==> src/rtl/tsc_pkg.sv <==
package tsc_pkg;
   // slave mode codes
   localparam logic [2:0] SM_OFF   = 3'b000;
   localparam logic [2:0] SM_CLEAR = 3'b100;
   localparam logic [2:0] SM_GATED = 3'b101;
   localparam logic [2:0] SM_START = 3'b110;
   // trigger select codes (000..011 fall to the internal trigger)
   localparam logic [2:0] TS_CH1_ANY = 3'b100;
   localparam logic [2:0] TS_CH1     = 3'b101;
   localparam logic [2:0] TS_CH2     = 3'b110;
   localparam logic [2:0] TS_EXT     = 3'b111;
   // bit positions of the raw input vector
   localparam int IX_EXT = 0;
   localparam int IX_CH1 = 1;
   localparam int IX_CH2 = 2;
   localparam int IX_ITR = 3;
   localparam int N_SRC  = 4;
endpackage

==> src/rtl/tsc_sync.sv <==
module tsc_sync #(
   parameter int N      = 4,
   parameter int STAGES = 2
) (
   input  logic         clk,
   input  logic         rst_n,
   input  logic [N-1:0] din,
   output logic [N-1:0] lvl,
   output logic [N-1:0] lvl_d
);
   for (genvar i = 0; i < N; i++) begin : g_bit
      logic [STAGES:0] sh;
      always_ff @(posedge clk or negedge rst_n) begin
         if (!rst_n) sh <= '0;
         else        sh <= {sh[STAGES-1:0], din[i]};
      end
      assign lvl[i]   = sh[STAGES-1];
      assign lvl_d[i] = sh[STAGES];
   end
endmodule

==> src/rtl/tsc_trig_sel.sv <==
module tsc_trig_sel
   import tsc_pkg::*;
(
   input  logic [N_SRC-1:0] lvl,
   input  logic [N_SRC-1:0] lvl_d,
   input  logic [2:0]       tsel,
   input  logic             pol_ch1,
   input  logic             pol_ch2,
   input  logic             pol_etr,
   input  logic             ext_clk,
   output logic             trg_lvl,
   output logic             trg_edge,
   output logic             tick
);
   logic c1_a, c1_ad, c2_a, c2_ad, e_a, e_ad;

   assign c1_a  = lvl[IX_CH1]   ^ pol_ch1;
   assign c1_ad = lvl_d[IX_CH1] ^ pol_ch1;
   assign c2_a  = lvl[IX_CH2]   ^ pol_ch2;
   assign c2_ad = lvl_d[IX_CH2] ^ pol_ch2;
   assign e_a   = lvl[IX_EXT]   ^ pol_etr;
   assign e_ad  = lvl_d[IX_EXT] ^ pol_etr;

   always_comb begin
      unique case (tsel)
         TS_CH1_ANY: begin
            trg_lvl  = lvl[IX_CH1];
            trg_edge = lvl[IX_CH1] ^ lvl_d[IX_CH1];
         end
         TS_CH1: begin
            trg_lvl  = c1_a;
            trg_edge = c1_a & ~c1_ad;
         end
         TS_CH2: begin
            trg_lvl  = c2_a;
            trg_edge = c2_a & ~c2_ad;
         end
         TS_EXT: begin
            // pin already used as counting clock: not a legal trigger
            trg_lvl  = e_a & ~ext_clk;
            trg_edge = e_a & ~e_ad & ~ext_clk;
         end
         default: begin
            trg_lvl  = lvl[IX_ITR];
            trg_edge = lvl[IX_ITR] & ~lvl_d[IX_ITR];
         end
      endcase
   end

   assign tick = ext_clk ? (e_a & ~e_ad) : 1'b1;
endmodule

==> src/rtl/tsc_counter.sv <==
module tsc_counter #(
   parameter int          CNT_W   = 16,
   parameter logic [CNT_W-1:0] ARR_RST = '1
) (
   input  logic             clk,
   input  logic             rst_n,
   input  logic             clr,
   input  logic             adv,
   input  logic             urs,
   input  logic             arr_wr,
   input  logic [CNT_W-1:0] arr_wdata,
   output logic [CNT_W-1:0] cnt,
   output logic [CNT_W-1:0] arr_act,
   output logic             uev
);
   logic [CNT_W-1:0] arr_pre;
   logic             wrap, uev_d;

   assign wrap  = adv & (cnt == arr_act);
   assign uev_d = clr ? ~urs : wrap;

   always_ff @(posedge clk or negedge rst_n) begin
      if (!rst_n) begin
         cnt     <= '0;
         arr_pre <= ARR_RST;
         arr_act <= ARR_RST;
         uev     <= 1'b0;
      end else begin
         if (clr)       cnt <= '0;
         else if (wrap) cnt <= '0;
         else if (adv)  cnt <= cnt + 1'b1;
         if (arr_wr) arr_pre <= arr_wdata;
         if (uev_d)  arr_act <= arr_pre;
         uev <= uev_d;
      end
   end
endmodule

==> src/rtl/tmr_slave_ctl.sv <==
module tmr_slave_ctl
   import tsc_pkg::*;
#(
   parameter int          CNT_W       = 16,
   parameter int          SYNC_STAGES = 2,
   parameter logic [CNT_W-1:0] ARR_RST = '1
) (
   input  logic             clk,
   input  logic             rst_n,
   input  logic [2:0]       cfg_mode,
   input  logic [2:0]       cfg_tsel,
   input  logic             cfg_pol_ch1,
   input  logic             cfg_pol_ch2,
   input  logic             cfg_pol_etr,
   input  logic             cfg_ext_clk,
   input  logic             cfg_urs,
   input  logic             cfg_tie,
   input  logic             cen_wr,
   input  logic             cen_wdata,
   input  logic             tif_clr,
   input  logic             arr_wr,
   input  logic [CNT_W-1:0] arr_wdata,
   input  logic             etr_in,
   input  logic             ch1_in,
   input  logic             ch2_in,
   input  logic             itr_in,
   output logic [CNT_W-1:0] cnt_o,
   output logic             cen_o,
   output logic             tif_o,
   output logic             uev_o,
   output logic             irq_o,
   output logic [CNT_W-1:0] arr_o
);
   if (CNT_W < 2) begin : g_bad_width
      $error("tmr_slave_ctl: CNT_W must be at least 2");
   end
   if (SYNC_STAGES < 2) begin : g_bad_sync
      $error("tmr_slave_ctl: SYNC_STAGES must be at least 2");
   end

   logic [N_SRC-1:0] raw, lvl, lvl_d;
   logic trg_lvl, trg_edge, tick;
   logic is_start, is_clear, is_gated;
   logic cen_q, tif_q, gate_prev, gate_now, run, cnt_adv, trg_clr, tif_set;

   always_comb begin
      raw         = '0;
      raw[IX_EXT] = etr_in;
      raw[IX_CH1] = ch1_in;
      raw[IX_CH2] = ch2_in;
      raw[IX_ITR] = itr_in;
   end

   tsc_sync #(.N(N_SRC), .STAGES(SYNC_STAGES)) u_sync (
      .clk(clk), .rst_n(rst_n), .din(raw), .lvl(lvl), .lvl_d(lvl_d)
   );

   tsc_trig_sel u_sel (
      .lvl(lvl), .lvl_d(lvl_d), .tsel(cfg_tsel),
      .pol_ch1(cfg_pol_ch1), .pol_ch2(cfg_pol_ch2), .pol_etr(cfg_pol_etr),
      .ext_clk(cfg_ext_clk),
      .trg_lvl(trg_lvl), .trg_edge(trg_edge), .tick(tick)
   );

   assign is_start = (cfg_mode == SM_START);
   assign is_clear = (cfg_mode == SM_CLEAR);
   assign is_gated = (cfg_mode == SM_GATED);

   assign gate_now = cen_q & trg_lvl;
   assign run      = is_gated ? gate_now : cen_q;
   assign cnt_adv  = run & tick;
   assign trg_clr  = is_clear & trg_edge;
   assign tif_set  = ((is_start | is_clear) & trg_edge)
                   | (is_gated & (gate_now ^ gate_prev));

   always_ff @(posedge clk or negedge rst_n) begin
      if (!rst_n) begin
         cen_q     <= 1'b0;
         tif_q     <= 1'b0;
         gate_prev <= 1'b0;
      end else begin
         if (is_start && trg_edge) cen_q <= 1'b1;
         else if (cen_wr)          cen_q <= cen_wdata;
         if (tif_set)      tif_q <= 1'b1;
         else if (tif_clr) tif_q <= 1'b0;
         gate_prev <= gate_now;
      end
   end

   tsc_counter #(.CNT_W(CNT_W), .ARR_RST(ARR_RST)) u_cnt (
      .clk(clk), .rst_n(rst_n), .clr(trg_clr), .adv(cnt_adv), .urs(cfg_urs),
      .arr_wr(arr_wr), .arr_wdata(arr_wdata),
      .cnt(cnt_o), .arr_act(arr_o), .uev(uev_o)
   );

   assign cen_o = cen_q;
   assign tif_o = tif_q;
   assign irq_o = tif_q & cfg_tie;
endmodule

==> config.mk <==
export PLATFORM = sky130hd
export DESIGN_NAME = tmr_slave_ctl
export DESIGN_NICKNAME = d
export VERILOG_FILES = /design/src/rtl/tsc_pkg.sv /design/src/rtl/tsc_sync.sv /design/src/rtl/tsc_trig_sel.sv /design/src/rtl/tsc_counter.sv /design/src/rtl/tmr_slave_ctl.sv
export SDC_FILE = /design/constraint.sdc
export NUM_CORES = 1
export LEC_CHECK = 0
export ABC_CLOCK_PERIOD_IN_PS = 2000
export BUFFER_PORTS_ARGS = -buffer_cell sky130_fd_sc_hd__buf_2
export CORE_MARGIN = 2
export CORE_UTILIZATION = 48
export DETAILED_ROUTE_END_ITERATION = 16
export PLACE_DENSITY = 0.85
export SETUP_SLACK_MARGIN = 0.02
export SYNTH_ARGS = -nofsm -noshare
export SYNTH_HDL_FRONTEND = slang
export SYNTH_SLANG_ARGS = --single-unit
==> constraint.sdc <==
create_clock -name clk -period 2 [get_ports clk]
set_input_delay 0.1 -clock clk [delete_from_list [all_inputs] [get_ports clk]]
set_output_delay 0.1 -clock clk [all_outputs]
set_load 0.05 [all_outputs]
==> key figures <==
Outcome
  • Status: finished with violations
  • Violated checks: negative hold slack, negative setup slack

Global route
  • First-pass GRT wire length: 13370 µm
  • GRT overflow: 0
  • Vias in the first global route: 2771
  • Initial antenna violation count: 0
  • Tot GR Track Use: 0.2498
  • Maximum number of pins on one net before global-route repair: 65

Clocking
  • Clk slew on worst S/H paths: 0.06 ns
  • CTS Root Cell: clkbuf_8
  • Clock tree buffer depth: 2
  • CTS buffer count: 9
  • H-tree depth: 3
  • Clock Sink Count: 64
  • Clock Latency Late Sink: 0.36 ns
  • TritonCTS clock tree: done

Synthesis
  • Top area cells in the synthesized netlist: dfstp_2 28%, dfrtp_1 26%, mux2_2 8.8%, xor2_1 5.7%, mux2_4 4.4%
  • Warnings from Yosys: 0
  • Synth Flop Type: dfstp_2
  • Post-synth top area share: 0.2752
  • Avg Cell Area, Syn: 12.22 µm²
  • Syn Inst Count: 250
  • Register bit total from synthesis: 64
  • EDFF count, synth: 0
  • Synth area leader: dfstp_2
  • Register area share after synthesis: 0.5373
  • Netlist Area Pre-Place: slightly above 3000 µm²
  • Synth cell types: 49
  • Synth cell count leaders: 32 x dfrtp_1, 32 x dfstp_2, 24 x mux2_2
  • Net count after synthesis: 289
  • Async SR Flop Fraction: 1.000

Placed design
  • Routability cong.: 0.8496
  • DP Cell Count: 448
  • Post-DP HPWL: 5521 µm
  • # port buffers: 73

Timing
  • Fin worst setup slack: -0.3013 ns
  • Clock Skew: 0.01702 ns
  • RSZ-0062 raised after global routing: true
  • Max-slew violations: 0
  • Max Fclk: between 400 and 500 MHz
  • Fin. Hold Viols: 1
  • Hold slack: -0.0005627 ns
  • Tmin final: 2.301 ns
  • Worst rel slew slack: 0.6304
  • Worst Tran Pin Value: 0.5493 ns
  • Final setup vio count: 31
  • Period utilization: 1.151

Setup path
  • Critical Path AT: between 2 and 3 ns
  • Crit Path Max Fanout: 5
  • Req. time, crit path: 2.23 ns
  • Worst setup SP type: flop
  • Worst setup EP type: flop
  • Crit Path Class: reg2reg

Detailed routing
  • DRC: 0
  • Via count: 2758
  • ANT nets after route: 0
  • Initial detailed-routing violation count: 319
  • Final WL: between 9000 and 10000 µm
  • Avg WL per Cell: 18.76 µm
  • Routed vias/inst: 5.560
  • Pre-Repair DR Iteration Count: 5

Power and ir drop
  • Max VDD drop: roughly 0.83 mV
  • Leak pwr: 2.276 nW
  • Total power: 4.893 mW
  • PD cells: ~1100 nW/µm²

Cells and area
  • Area Overhead vs Synth: 52.42%
  • Core Util, Final: 0.7462
  • Layout fillers: 377
  • Share of cells above drive strength 1: 0.6110
  • Layout Nets: 453
  • Layout Cells excl Fill: 496
  • Inserted Diodes: 0

Min path
  • Hold Path Class: in2reg

Die
  • Die H: 83.79 µm
  • Die area: 7020 µm²
  • Num rows: 29
  • Core box area: 6241 µm²
  • Ports: 74
  • Initial core utilization: 0.4896
  • Die X: 83.79 µm

Job
  • MaxCap Viol Count: 0
flip-flops by register name (all words and copies together) (netlist names):
register	cells
tif_o	1
u_sync.g_bit.sh	12
u_cnt.uev	1
cen_o	1
u_cnt.arr_pre	16
gate_prev	1
u_cnt.arr_act	16
u_cnt.cnt	16
routing by layer:
metal	wire length [µm]	track usage
met4	461	0.1481
met5	0	0
met3	757	0.07418
met1	3469	0.2873
met2	4615	0.4116
critical path, cell delays in order (launching register included):
cell and delay, ns:
dfrtp_1 0.38, or3b_4 0.40, a21boi_2 0.17, buf_4 0.14, o41ai_4 0.07, buf_4 0.18, o2111ai_4 0.31, buf_12 0.17
nor2_1 0.06, a211o_1 0.29
metrics by stage:
| step | TNS (ns) | setup WS, ns | area (µm²) | hold slack [ns] |
|---|---|---|---|---|
| floorplan | -4.149 | -0.3222 | 3107 | -0.1956 |
| global placement | -6.531 | -0.2771 | 3946 | 0.1313 |
| global route | -9.747 | -0.3765 | 4657 | 0.009631 |
| CTS | -4.496 | -0.2291 | 4447 | 0.0004551 |
| detailed placement | -7.918 | -0.3360 | 3946 | 0.1346 |
| finish | -7.472 | -0.3013 | 4657 | -0.0005627 |
cells by family after synthesis:
logic type | Yosys count | synth area share
AOI/OAI and AO/OA | 37 | 0.1016
DFF | 64 | 0.5373
and+or+nand+nor | 76 | 0.1327
buffers and inverters | 15 | 0.02293
xor gates and xnor gates | 24 | 0.06880
muxes | 33 | 0.1327
adders and majority gates | 1 | 0.004094
worst paths after layout:
path | start | endpoint | slack (ns) | cells past startpoint
setup / recovery | u_sync.g_bit[2].sh[1]$_DFF_PN0_ | u_cnt.cnt[13]$_DFFE_PN0P_ | -0.30 | 9
setup reg to reg | u_sync.g_bit[2].sh[1]$_DFF_PN0_ | u_cnt.cnt[13]$_DFFE_PN0P_ | -0.30 | 9
hold / removal | tif_clr | tif_o$_DFFE_PN0P_ | -0.0006 | 2
max in group asynchronous | rst_n | u_cnt.arr_pre[9]$_DFFE_PN1P_ | 1.39 | 3
hold reg to reg | u_sync.g_bit[2].sh[0]$_DFF_PN0_ | u_sync.g_bit[2].sh[1]$_DFF_PN0_ | 0.35 | 0
min in group asynchronous | rst_n | u_sync.g_bit[3].sh[1]$_DFF_PN0_ | 0.28 | 3
timing repair:
item	4_1_cts	5_1_grt
hold endpoints to repair	53	0
pin swaps	5	14
gates cloned	0	3
endpoints found under the setup margin	33	33
hold buffers	24	0
buffers inserted	0	5
gates resized for setup	13	23
final cells by class:
cell class | instances | area [µm²] | area share
Inverter | 7 | 26.28 | 0.005642
Clock inverter | 3 | 40.04 | 0.008598
Timing Repair Buffer | 161 | 1172 | 0.2517
Tap cell | 77 | 96.34 | 0.02069
Clock buffer | 13 | 168.9 | 0.03627
Sequential cell | 64 | 1658 | 0.3560
Multi-Input combinational cell | 171 | 1495 | 0.3211
cells in the final DEF, fill, tap and decap left out, types with 3 or more instances in the layout:
master / instances
clkbuf_8: 12
inv_1: 7
nand2_1: 21
mux2_4: 9
buf_6: 5
o21bai_1: 3
xor2_1: 19
nor4_1: 4
dfrtp_2: 13
dlygate4sd3_1: 24
a211o_1: 4
and3_1: 3
nor3_2: 5
xnor2_1: 4
nor2_1: 5
o21ai_1: 3
nand3b_1: 3
and3b_1: 3
buf_2: 73
buf_4: 54
mux2_2: 24
dfrtp_1: 19
nand3_1: 9
nor2b_1: 3
dfstp_2: 32
report_power, final:
group,switching [mW],internal (mW),total (mW)
combinational,1.14,0.777,1.92
sequential,0.177,1.63,1.81
clock,0.496,0.674,1.17
No activity file was read; power rests on OpenSTA's default activity.
